==> src/rtl/secseq_pkg.sv <==
package secseq_pkg;

  typedef enum logic [1:0] {
    CMD_READ   = 2'd0,
    CMD_WRITE  = 2'd1,
    CMD_VERIFY = 2'd2,
    CMD_SPARE  = 2'd3
  } xfer_cmd_e;

  typedef enum logic [3:0] {
    FLT_NONE   = 4'b0000,
    FLT_XFER   = 4'b0001,
    FLT_CYLCMP = 4'b0010,
    FLT_SECOVR = 4'b0100,
    FLT_CYLOVF = 4'b1000
  } fault_e;

  typedef enum logic {
    SEQ_IDLE   = 1'b0,
    SEQ_ACTIVE = 1'b1
  } seq_state_e;

  // control -> datapath
  typedef struct packed {
    logic load;
    logic forceCyl;
    logic advance;
    logic capture;
  } seq_strobe_t;

  // datapath -> control
  typedef struct packed {
    logic cylDiffers;
    logic reqIsZero;
    logic secBeyond;
    logic atTrackOrigin;
  } seq_flags_t;

endpackage

==> src/rtl/secseq_dp.sv <==
module secseq_dp
  import secseq_pkg::*;
#(
  parameter int NUM_CYLS    = 20,
  parameter int NUM_HEADS   = 4,
  parameter int NUM_SECTORS = 12,
  parameter int SEC_FIELD_W = 4,
  localparam int CYL_W  = $clog2(NUM_CYLS),
  localparam int HEAD_W = $clog2(NUM_HEADS),
  localparam int HS_W   = HEAD_W + SEC_FIELD_W,
  localparam int ADDR_W = $clog2(NUM_CYLS * NUM_HEADS * NUM_SECTORS)
) (
  input  logic              clk,
  input  logic              rstN,
  input  seq_strobe_t       strobe,
  input  logic [HS_W-1:0]   hsInit,
  input  logic [CYL_W-1:0]  reqCylIn,
  input  logic [CYL_W-1:0]  curCylIn,
  output seq_flags_t        flags,
  output logic [HS_W-1:0]   headSec,
  output logic [CYL_W-1:0]  driveCyl,
  output logic [ADDR_W-1:0] secAddr
);

  localparam logic [ADDR_W-1:0] HEADS_A = ADDR_W'(NUM_HEADS);
  localparam logic [ADDR_W-1:0] SECS_A  = ADDR_W'(NUM_SECTORS);

  logic [HS_W-1:0]        hsReg;
  logic [CYL_W-1:0]       reqReg;
  logic [CYL_W-1:0]       drvReg;
  logic [ADDR_W-1:0]      addrReg;

  logic [HEAD_W-1:0]      curHead;
  logic [SEC_FIELD_W-1:0] curSec;
  logic [HEAD_W-1:0]      nextHead;
  logic                   lastSecOfTrack;
  logic [HS_W-1:0]        hsNext;
  logic [CYL_W-1:0]       effCyl;
  logic [ADDR_W-1:0]      linAddr;

  assign curHead = hsReg[SEC_FIELD_W +: HEAD_W];
  assign curSec  = hsReg[SEC_FIELD_W-1:0];

  // sector sequencing within a track and across surfaces
  assign lastSecOfTrack = (int'(curSec) + 1) >= NUM_SECTORS;
  assign nextHead       = (int'(curHead) >= NUM_HEADS - 1) ? '0 : curHead + 1'b1;

  always_comb begin
    if (lastSecOfTrack) hsNext = {nextHead, {SEC_FIELD_W{1'b0}}};
    else                hsNext = hsReg + 1'b1;
  end

  // a differing drive cylinder only survives validation when the request is 0
  assign effCyl  = flags.cylDiffers ? '0 : drvReg;
  assign linAddr = (ADDR_W'(effCyl) * HEADS_A + ADDR_W'(curHead)) * SECS_A
                   + ADDR_W'(curSec);

  always_comb begin
    flags.cylDiffers    = (reqReg != drvReg);
    flags.reqIsZero     = (reqReg == '0);
    flags.secBeyond     = int'(curSec) >= NUM_SECTORS;
    flags.atTrackOrigin = (curHead == '0) && (curSec == '0);
  end

  always_ff @(posedge clk or negedge rstN) begin
    if (!rstN) begin
      hsReg   <= '0;
      reqReg  <= '0;
      drvReg  <= '0;
      addrReg <= '0;
    end else begin
      if (strobe.load) begin
        hsReg  <= hsInit;
        reqReg <= reqCylIn;
        drvReg <= curCylIn;
      end else begin
        if (strobe.forceCyl) drvReg <= '0;
        if (strobe.advance)  hsReg  <= hsNext;
      end
      if (strobe.capture) addrReg <= linAddr;
    end
  end

  assign headSec  = hsReg;
  assign driveCyl = drvReg;
  assign secAddr  = addrReg;


  track_wrap_chk: assert property (@(posedge clk) disable iff (!rstN)
    (strobe.advance && lastSecOfTrack) |=> (hsReg[SEC_FIELD_W-1:0] == '0));


  sector_inc_chk: assert property (@(posedge clk) disable iff (!rstN)
    (strobe.advance && !lastSecOfTrack) |=>
      (hsReg[SEC_FIELD_W +: HEAD_W] == $past(hsReg[SEC_FIELD_W +: HEAD_W])));

endmodule

==> src/rtl/secseq_ctrl.sv <==
module secseq_ctrl
  import secseq_pkg::*;
(
  input  logic        clk,
  input  logic        rstN,
  input  logic        start,
  input  logic        step,
  input  logic [1:0]  cmd,
  input  logic        attached,
  input  logic        writeProt,
  input  seq_flags_t  flags,
  output seq_strobe_t strobe,
  output logic        go,
  output logic        done,
  output logic [3:0]  errCode,
  output logic        busy
);

  seq_state_e state;
  logic       firstReg;
  logic       stepOk;
  logic       xferOk;
  xfer_cmd_e  cmdE;
  fault_e     fault;
  fault_e     faultReg;

  assign cmdE   = xfer_cmd_e'(cmd);
  assign stepOk = step && (state == SEQ_ACTIVE) && !start;
  assign xferOk = attached && !(cmdE == CMD_WRITE && writeProt);

  // fixed reporting order
  always_comb begin
    if (!xferOk)                                  fault = FLT_XFER;
    else if (flags.cylDiffers && !flags.reqIsZero) fault = FLT_CYLCMP;
    else if (flags.secBeyond)                     fault = FLT_SECOVR;
    else if (!firstReg && flags.atTrackOrigin)    fault = FLT_CYLOVF;
    else                                          fault = FLT_NONE;
  end

  always_comb begin
    strobe.load     = start;
    strobe.forceCyl = stepOk && xferOk && flags.cylDiffers && flags.reqIsZero;
    strobe.advance  = stepOk && (fault == FLT_NONE);
    strobe.capture  = stepOk && (fault == FLT_NONE);
  end

  always_ff @(posedge clk or negedge rstN) begin
    if (!rstN) begin
      state    <= SEQ_IDLE;
      firstReg <= 1'b0;
      go       <= 1'b0;
      done     <= 1'b0;
      faultReg <= FLT_NONE;
    end else begin
      go       <= stepOk && (fault == FLT_NONE);
      done     <= stepOk && (fault != FLT_NONE);
      faultReg <= stepOk ? fault : FLT_NONE;
      if (start) begin
        state    <= SEQ_ACTIVE;
        firstReg <= 1'b1;
      end else if (stepOk) begin
        if (fault != FLT_NONE) state    <= SEQ_IDLE;
        else                   firstReg <= 1'b0;
      end
    end
  end

  assign errCode = faultReg;
  assign busy    = (state == SEQ_ACTIVE);


  err_onehot_chk: assert property (@(posedge clk) disable iff (!rstN)
    $onehot0(errCode));


  pulse_excl_chk: assert property (@(posedge clk) disable iff (!rstN)
    !(go && done));


  done_code_chk: assert property (@(posedge clk) disable iff (!rstN)
    done |-> (errCode != 4'b0000 && !busy));


  first_clear_chk: assert property (@(posedge clk) disable iff (!rstN)
    go |-> !firstReg);


  overflow_late_chk: assert property (@(posedge clk) disable iff (!rstN)
    (done && errCode == FLT_CYLOVF) |-> $past(!firstReg));

endmodule

==> src/rtl/sector_addr_seq.sv <==
module sector_addr_seq
  import secseq_pkg::*;
#(
  parameter int NUM_CYLS    = 20,
  parameter int NUM_HEADS   = 4,
  parameter int NUM_SECTORS = 12,
  parameter int SEC_FIELD_W = 4,
  localparam int CYL_W  = $clog2(NUM_CYLS),
  localparam int HEAD_W = $clog2(NUM_HEADS),
  localparam int HS_W   = HEAD_W + SEC_FIELD_W,
  localparam int ADDR_W = $clog2(NUM_CYLS * NUM_HEADS * NUM_SECTORS)
) (
  input  logic              clk,
  input  logic              rstN,
  input  logic              start,
  input  logic              step,
  input  logic [1:0]        cmd,
  input  logic              attached,
  input  logic              writeProt,
  input  logic [CYL_W-1:0]  reqCyl,
  input  logic [CYL_W-1:0]  curCyl,
  input  logic [HS_W-1:0]   hsInit,
  output logic              go,
  output logic              done,
  output logic [3:0]        errCode,
  output logic [HS_W-1:0]   headSec,
  output logic [CYL_W-1:0]  driveCyl,
  output logic              busy,
  output logic [ADDR_W-1:0] secAddr
);

  seq_strobe_t strobe;
  seq_flags_t  flags;

  secseq_ctrl u_ctrl (
    .clk       (clk),
    .rstN      (rstN),
    .start     (start),
    .step      (step),
    .cmd       (cmd),
    .attached  (attached),
    .writeProt (writeProt),
    .flags     (flags),
    .strobe    (strobe),
    .go        (go),
    .done      (done),
    .errCode   (errCode),
    .busy      (busy)
  );

  secseq_dp #(
    .NUM_CYLS    (NUM_CYLS),
    .NUM_HEADS   (NUM_HEADS),
    .NUM_SECTORS (NUM_SECTORS),
    .SEC_FIELD_W (SEC_FIELD_W)
  ) u_dp (
    .clk      (clk),
    .rstN     (rstN),
    .strobe   (strobe),
    .hsInit   (hsInit),
    .reqCylIn (reqCyl),
    .curCylIn (curCyl),
    .flags    (flags),
    .headSec  (headSec),
    .driveCyl (driveCyl),
    .secAddr  (secAddr)
  );


  fault_hold_chk: assert property (@(posedge clk) disable iff (!rstN)
    done |-> (headSec == $past(headSec) && secAddr == $past(secAddr)));


  protect_chk: assert property (@(posedge clk) disable iff (!rstN)
    (done && $past(writeProt && cmd == 2'b01 && attached)) |-> (errCode == 4'b0001));

endmodule

==> config.mk <==
export PLATFORM = sky130hd
export DESIGN_NAME = sector_addr_seq
export DESIGN_NICKNAME = d
export VERILOG_FILES = /design/src/rtl/secseq_pkg.sv /design/src/rtl/secseq_dp.sv /design/src/rtl/secseq_ctrl.sv /design/src/rtl/sector_addr_seq.sv
export SDC_FILE = /design/constraint.sdc
export NUM_CORES = 1
export LEC_CHECK = 0
export ABC_CLOCK_PERIOD_IN_PS = 2870
export BUFFER_PORTS_ARGS = -buffer_cell sky130_fd_sc_hd__buf_4
export CAP_MARGIN = 20
export CELL_PAD_IN_SITES_DETAIL_PLACEMENT = 2
export CELL_PAD_IN_SITES_GLOBAL_PLACEMENT = 2
export CORE_AREA = 2 2 125 66
export DETAILED_ROUTE_END_ITERATION = 12
export DIE_AREA = 0 0 127 68
export PLACE_DENSITY_LB_ADDON = 0.1
export SLEW_MARGIN = 40
export SYNTH_ARGS = -nofsm -noshare
export SYNTH_HDL_FRONTEND = slang
export SYNTH_SLANG_ARGS = --single-unit
==> constraint.sdc <==
create_clock -name clk -period 2.87 [get_ports clk]
set_input_delay 0.7175 -clock clk [delete_from_list [all_inputs] [get_ports clk]]
set_output_delay 0.7175 -clock clk [all_outputs]
set_load 0.05 [all_outputs]
* After elaboration in Yosys (flattened, before gate mapping)
Cells that the tools add are included.
Cells by class: reductions and logical operators 27, mux-type cells 18, equality and inequality tests 3, add/subtract/negate cells 5, magnitude comparators 3, multipliers 1
Operators with widths (count):
- $ge 32x5->1 const B | 1
- $mux 4 | 5
- $mux 6 | 3
- $mux 5 | 3
- $logic_and 1x1->1 | 12
- $add 10x4->10 | 1
- $mul 10x2->8 const B | 1
- $add 7x2->8 | 1
- $logic_not 4->1 | 2
- $reduce_bool 2->1 | 4
- $add 6x1->6 const B | 1
- $mux 1 | 6
- $add 4x1->5 const B | 1
- $logic_not 5->1 | 1
- $ne 5x5->1 | 1
- $ge 4x4->1 const B | 1
- $logic_not 1->1 | 4
- $reduce_and 2->1 | 2
- $reduce_bool 4->1 | 1
- $add 2x1->2 const B | 1
- $eq 2x1->1 const B | 1
- $ge 2x2->1 const B | 1
- $logic_not 2->1 | 1
- $mux 2 | 1
- $ne 2x2->1 const B | 1
Storage, ports and cells: flip-flop bits (word level) 34, bits of input ports 24

* Depth between registers and ports, before layout
Gate-level depths: netlist of run 1.
depth in word-level cells 11, depth in mapped cells 13, depth with buffers taken out 12

* Modules after synthesis
Synthesis of run 1 repeated with hierarchy kept, for this count alone.
Second synthesis, totals: cell total of the unflattened synthesis 221, area total of the unflattened synthesis 2127.0 µm²
By module, submodules not included:
- secseq_dp | sequential area each 650.6 µm², instances 1, area an instance 1764.2 µm², cells an instance 187
- secseq_ctrl | sequential area each 200.2 µm², instances 1, area an instance 362.8 µm², cells an instance 34

* Least setup slack after synthesis of run 1
No wires, ideal clock.
path kind register -> register, from register u_dp.drvReg[3], in the netlist u_dp.driveCyl[3], to register u_dp.addrReg[9], in the netlist u_dp.secAddr[9], path slack -203 ps, cell stages (with the launch flop) 13, setup time 123 ps, data arrival time 2951 ps, path buffers 1, path through dfrtp_1 -> buf_2 -> xnor2_1 -> and2_1 -> and3_1 -> inv_1 -> fa_1 -> xnor2_1 -> nand2_1 -> a211o_1 -> nor4b_4 -> xnor2_1 -> o21ai_1
On the way: longest elaborated chain between the ends 6
RTL lines:
- start: declaration | RTL line secseq_dp.sv:30 | logic [CYL_W-1:0] drvReg;
- start signal: assignment | RTL line secseq_dp.sv:75 | drvReg <= curCylIn;
- branches (longest 6 deep; another with $mul 10x2->8)
- end signal: assignment | RTL line secseq_dp.sv:80 | if (strobe.capture) addrReg <= linAddr;
- end: declaration | RTL line secseq_dp.sv:31 | logic [ADDR_W-1:0] addrReg;
Parallel ways; which one is timed is not known. A chain may end at the register's enable or synchronous reset.

* Worst setup path after layout of run 1
from register u_dp.reqReg[1], to register u_dp.addrReg[9], in the netlist u_dp.secAddr[9]
On the way: longest elaborated chain between the ends 7
RTL lines:
- start: declaration | RTL line secseq_dp.sv:29 | logic [CYL_W-1:0] reqReg;
- start signal: assignment | RTL line secseq_dp.sv:74 | reqReg <= reqCylIn;
- branches (longest 7 deep; another with $mul 10x2->8)
Parallel ways; which one is timed is not known.

==> results.md, run 1 <==
* Status: completed
* Share of cells above drive strength 1 at 37.59%
* VDD IR max at 0.1930 mV
* Overall power at 1602 uW
* Async SR Flop Fraction at 100.0%
* Final period utilization at 95.01%
* First-pass GRT wire length at 10630 um
* Vias at 1882
* Peak Freq at 0.3667 GHz
* Crit path DAT at 2.89 ns
* Yosys warns at 0
* Core Area at 7655 sq um
* Hold crit path type: primary input to asynchronous set/reset pin
* Crit Path Class: flop to flop
* Final net count at 316
* Vias in the first global route at 1931
* Synth Flop Type: dfrtp_1
* Hpwl dp at 5121 um
* Drt wl/cell at 17.37 um
* Number of synthesized flops with an enable pin at 0
* Drt initial violations at 38
* Number of hold violations in the final report at 0
* Worst-Skew Late Latency at 0.28 ns
* RSZ-0062 raised after global routing: false
* Ant. Diodes at 0
* Cell area power density at 547.2 nW/um^2
* RePlAce Congestion at 0.7516
* Final Max Slew Viols at 0
* CP required at 3.03 ns
* Yosys cell types at 49
* Num ports at 52
* DIE HEIGHT at 68 um
* Register bit total from synthesis at 34
* Final setup vio count at 0
* Clk pin slew, worst setup/hold paths at 0.05 ns
* Post-Syn Area per Cell at 9.540 sq um
* Syn Std Cell Area at 2137 sq um
* Crit end category: flop
* Pin count of the biggest net entering global routing at 35
* Total GRT Usage at 16.42%
* Measured slew at the worst slew-check pin at 0.5910 ns
* Detail Route Antenna Nets at 0
* Number of hold buffers added after cts at 0
* Maxcap violations at 0
* Initial antenna violation count at 0
* Initial Utilization at 27.92%
* Fillers at 843
* CTS buffer count at 5
* H-Tree Depth at 2
* Worst setup SP type: flop
* Total gr overflow at 0
* Setup Buffers After CTS at 0
* DRT Pass-1 Iters at 4
* Num rows at 23
* Clock root cell: clkbuf_16
* TritonCTS clock tree: built
* Final WL at 6634 um
* Syn nets at 259
* Clk sinks at 34
* Setup TNS at 0 ns
* DIE AREA at 8636 sq um
* Top fanout value on the critical path at 3
* Min cycle time layout at 2.727 ns
* Slew headroom at 60.39%
* Area grow syn2layout at 37.00%
* Syn Inst Count at 224
* Port Buf Inserts at 51
* Fin Clk Skew at 0.003511 ns
* Chip width at 127 um
* Sequential share of the synthesized area at 39.81%
* Lkg Pwr at 0.001320 uW
* Vias/cell at 4.927
* DRC viols at 0
* Clock buffer depth at 2
==> sequential cells by signal, indices dropped and copies added (netlist names) <==
name,count
u_dp.driveCyl,5
u_ctrl.busy,1
u_ctrl.go,1
u_dp.secAddr,10
u_dp.reqReg,5
u_dp.headSec,6
u_ctrl.firstReg,1
u_ctrl.done,1
u_ctrl.errCode,4
==> cells in the mapped netlist, types with 6 or more instances <==
library cell	number	area, sq um
a21oi_1	8	40.04
a22o_1	6	52.55
and3_1	7	43.79
dfrtp_1	34	850.8
ha_1	9	112.6
inv_1	9	33.78
nand2_1	28	105.1
nand3_1	6	30.03
nor2_1	14	52.55
o21ai_0	13	65.06
xnor2_1	12	105.1
==> report_power, final <==
part | switching [uW] | internal (uW)
combinational | 307 | 189
clock | 198 | 344
sequential | 40.7 | 523
==> kinds of logic (layout without fill, tap and decap cells) <==
group / Yosys count / after routing / synth area share [%]
AOI/OAI and AO/OA: 55 / 55 / 17.10
xor gates and xnor gates: 16 / 16 / 6.909
adders and majority gates: 11 / 11 / 7.143
and+or+nand+nor: 78 / 78 / 19.67
DFF: 34 / 34 / 39.81
buffers and inverters: 22 / 80 / 5.328
muxes: 8 / 8 / 4.040
==> routing by layer <==
| metal | GRT usage (%) | share of wire [%] | vias to the layer above |
|---|---|---|---|
| met5 | 0 | 0 | - |
| met4 | 3.709 | 0.96 | 0 |
| met3 | 4.378 | 4.7 | 8 |
| met2 | 23.92 | 41 | 44 |
| met1 | 24.17 | 54 | 926 |
| li1 | - | - | 904 |
==> placed cells by master (no fill, tap or decap), types with 4 or more instances in the layout <==
cell and instances:
nand2_1 28, inv_1 9, o21ai_0 13, xnor2_2 7, o22ai_1 4, clkbuf_16 5
mux2_2 5, a22o_1 6, nor3_1 4, dfrtp_2 7, and3_1 5, buf_4 63
dfrtp_1 27, ha_1 7, nand3_1 6, a31oi_1 4, xnor2_1 6, nor2_1 13
a21oi_1 7
==> metrics by stage <==
| step | setup WS, ns | hold slack [ns] | area, sq um | cells | util (%) |
|---|---|---|---|---|---|
| floorplan | 0.04494 | 0.4219 | 2156 | 224 | - |
| global placement | 0.1000 | 0.4603 | 2671 | 374 | 34.90 |
| detailed placement | 0.002486 | 0.4777 | 2671 | 374 | 34.90 |
| CTS | 0.02594 | 0.4076 | 2823 | 382 | 36.87 |
| global route | 0.009041 | 0.4154 | 2928 | 382 | 38.25 |
| finish | 0.1433 | 0.3882 | 2928 | 382 | 38.25 |
==> worst paths after layout <==
kind,from,endpoint,slack (ns),cells past startpoint
min in group clk,u_dp.secAddr[2],u_dp.secAddr[2],0.48,2
max,u_dp.reqReg[1],u_dp.secAddr[9],0.14,11
min,rstN,u_ctrl.errCode[1],0.39,1
min reg2reg,u_dp.secAddr[2],u_dp.secAddr[2],0.48,2
max in group asynchronous,rstN,u_dp.reqReg[0],2.14,1
max reg2reg,u_dp.reqReg[1],u_dp.secAddr[9],0.14,11
==> critical path, cell delays in order (launching register included) <==
cell     delay (ns)
dfrtp_1        0.42
xnor2_2        0.20
and3_1         0.23
and3_4         0.24
inv_1          0.06
fa_2           0.45
nor2_2         0.17
nand2_1        0.07
a211o_1        0.32
nor4b_4        0.23
xnor2_1        0.15
o21ai_1        0.07
==> cell type report <==
class	instances	area, sq um	share of cell area (%)
repair buffers	63	473.0	16.15
multi-input cells	168	1289	44.02
clock inverters	1	5.005	0.1709
well taps	100	125.1	4.274
clock buffers	7	142.6	4.872
inverters	9	33.78	1.154
flip-flops and latches	34	859.6	29.36
==> timing repair <==
| item | in CTS | in global routing |
|---|---|---|
| resized for setup | 1 | 21 |
| setup endpoints to repair | 2 | 2 |
| pin swaps | 0 | 4 |
| gates cloned | 0 | 0 |
No activity file was read; power rests on OpenSTA's default activity.
==> inputs of run 2 (changes only) <==
Settings changed: CORE_AREA 2 2 125 66 to 2 2 123 65, CTS_BUF_LIST from default to sky130_fd_sc_hd__clkbuf_4 sky130_fd_sc_hd__clkbuf_8, DIE_AREA 0 0 127 68 to 0 0 125 67.
==> results.md, run 2 (synthesized netlist as in run 1, its figures left out) <==
* Status: completed
* Ant. Diodes at 0
* CP max-delay cell: dfrtp_2
* Peak Freq at 0.3628 GHz
* Most frequent cells in the layout: buf_4 (60), dfrtp_1 (28), nand2_1 (27), nor2_1 (13), o21ai_0 (12)
* Fin Clk Skew at 0.007153 ns
* Drt initial violations at 38
* Vias/cell at 5.032
* Fillers at 806
* DIE HEIGHT at 67 um
* Hold crit path type: primary input to asynchronous set/reset pin
* Setup TNS at 0 ns
* RePlAce Congestion at 0.7741
* Chip width at 125 um
* Clk sinks at 34
* Min cycle time layout at 2.756 ns
* Number of hold buffers added after cts at 0
* Worst-Skew Late Latency at 0.31 ns
* Commonest non-fill, non-tap cell in the layout: buf_4
* Clk pin slew, worst setup/hold paths at 0.08 ns
* Crit end category: flop
* Final setup vio count at 0
* Pin count of the biggest net entering global routing at 35
* Final Max Slew Viols at 0
* CP required at 3.06 ns
* Final period utilization at 96.04%
* Number of hold violations in the final report at 0
* Final net count at 313
* Top fanout value on the critical path at 5
* CP cell instances: xnor2_2 -> and3_1 -> and3_4 -> ha_4 -> nand2_2 -> o21a_1 -> o31a_1 -> a211o_1 -> nor4b_4 -> xnor2_1 -> o21ai_1
* TritonCTS clock tree: built
* Total GRT Usage at 16.11%
* Reg area at 858.3 sq um
* Drt wl/cell at 17.25 um
* Slew headroom at 60.43%
* Measured slew at the worst slew-check pin at 0.5907 ns
* CTS buffer count at 5
* Share of cells above drive strength 1 at 37.63%
* Worst r2r src: u_dp.reqReg[0]
* VDD IR max at 0.1743 mV
* Worst path max stage delay at 0.46 ns
* Clock buffer depth at 2
* Hpwl dp at 4744 um
* Crit. Startpoint: u_dp.reqReg[0]
* Cell area power density at 504.8 nW/um^2
* Crit Path Class: flop to flop
* First-pass GRT wire length at 10420 um
* Num rows at 22
* Initial Utilization at 29.63%
* Finished Cell Area at 2868 sq um
* Vias in the first global route at 1982
* DRC viols at 0
* Maxcap violations at 0
* Crit path DAT at 2.94 ns
* Area grow syn2layout at 34.19%
* Cell Area, Placed at 2621 sq um
* Core Area at 7212 sq um
* H-Tree Depth at 2
* Initial antenna violation count at 0
* Detail Route Antenna Nets at 0
* Total gr overflow at 0
* Clock root cell: clkbuf_8
* Vias at 1887
* DIE AREA at 8375 sq um
* Worst setup SP type: flop
* Final WL at 6470 um
* DRT Pass-1 Iters at 4
* Num ports at 52
* Number of flip-flops in the largest register at 10
* Port Buf Inserts at 51
* Area of the multi-input gates at 1310 sq um
* Lkg Pwr at 0.001281 uW
==> run 2: area by class of cell <==
class / instances / share of cell area [%]
clock buffers: 6 / 2.880
clock inverters: 2 / 0.4363
inverters: 9 / 1.178
multi-input cells: 168 / 45.68
flip-flops and latches: 34 / 29.93
well taps: 96 / 4.188
repair buffers: 60 / 15.71
==> run 2: through the flow <==
step	worst slack [ns]	power (uW)	hold WS [ns]	util, %	instances
finish	0.1137	1448	0.3554	39.76	375
global route	-0.005553	1539	0.3915	39.76	375
CTS	0.007716	1434	0.3835	37.72	372
detailed placement	-0.03869	1029	0.4732	36.35	364
global placement	0.06685	1015	0.4589	36.35	364
floorplan	0.04494	876.0	0.4219	-	224
==> run 2: worst max-delay path: cells and delay by family (launching register included) <==
| kind | cells | cell delay (ns) |
|---|---|---|
| AO/OA/AOI/OAI | 4 | 0.87 |
| XOR/XNOR | 2 | 0.31 |
| adder cells (fa/ha/maj) | 1 | 0.28 |
| flip-flops | 1 | 0.46 |
| AND/OR/NAND/NOR | 4 | 0.71 |
==> run 2: power by group <==
| part | total [uW] | switching, uW | leakage [uW] | internal [uW] |
|---|---|---|---|---|
| sequential | 571 | 49.3 | 0.000426 | 521 |
| clock | 399 | 206 | 0.0000472 | 193 |
| combinational | 478 | 294 | 0.000808 | 184 |
| total | 1450 | 549 | 0.00128 | 899 |
==> run 2: what timing repair did <==
item                       CTS  global route
setup buffers                0             3
setup endpoints to repair    2             3
pin swaps                    0             6
gates resized for setup      1            24
cloned                       0             0
==> run 2: worst paths after layout <==
check,cells past startpoint,to,slack (ns)
max reg2reg,11,u_dp.secAddr[9],0.11
min in group clk,2,u_dp.secAddr[6],0.49
min,1,u_dp.secAddr[1],0.36
min reg2reg,2,u_dp.secAddr[6],0.49
max in group asynchronous,1,u_dp.driveCyl[3],2.15
max,11,u_dp.secAddr[9],0.11
==> run 2: per-layer routing <==
metal	wire (um)	vias up	share of wire [%]	GRT usage, %
li1	-	896	-	-
met1	3221	951	50	22.13
met3	237	8	3.7	4.096
met4	82	0	1.3	5.000
met5	0	-	0	0
met2	2928	32	45	25.00
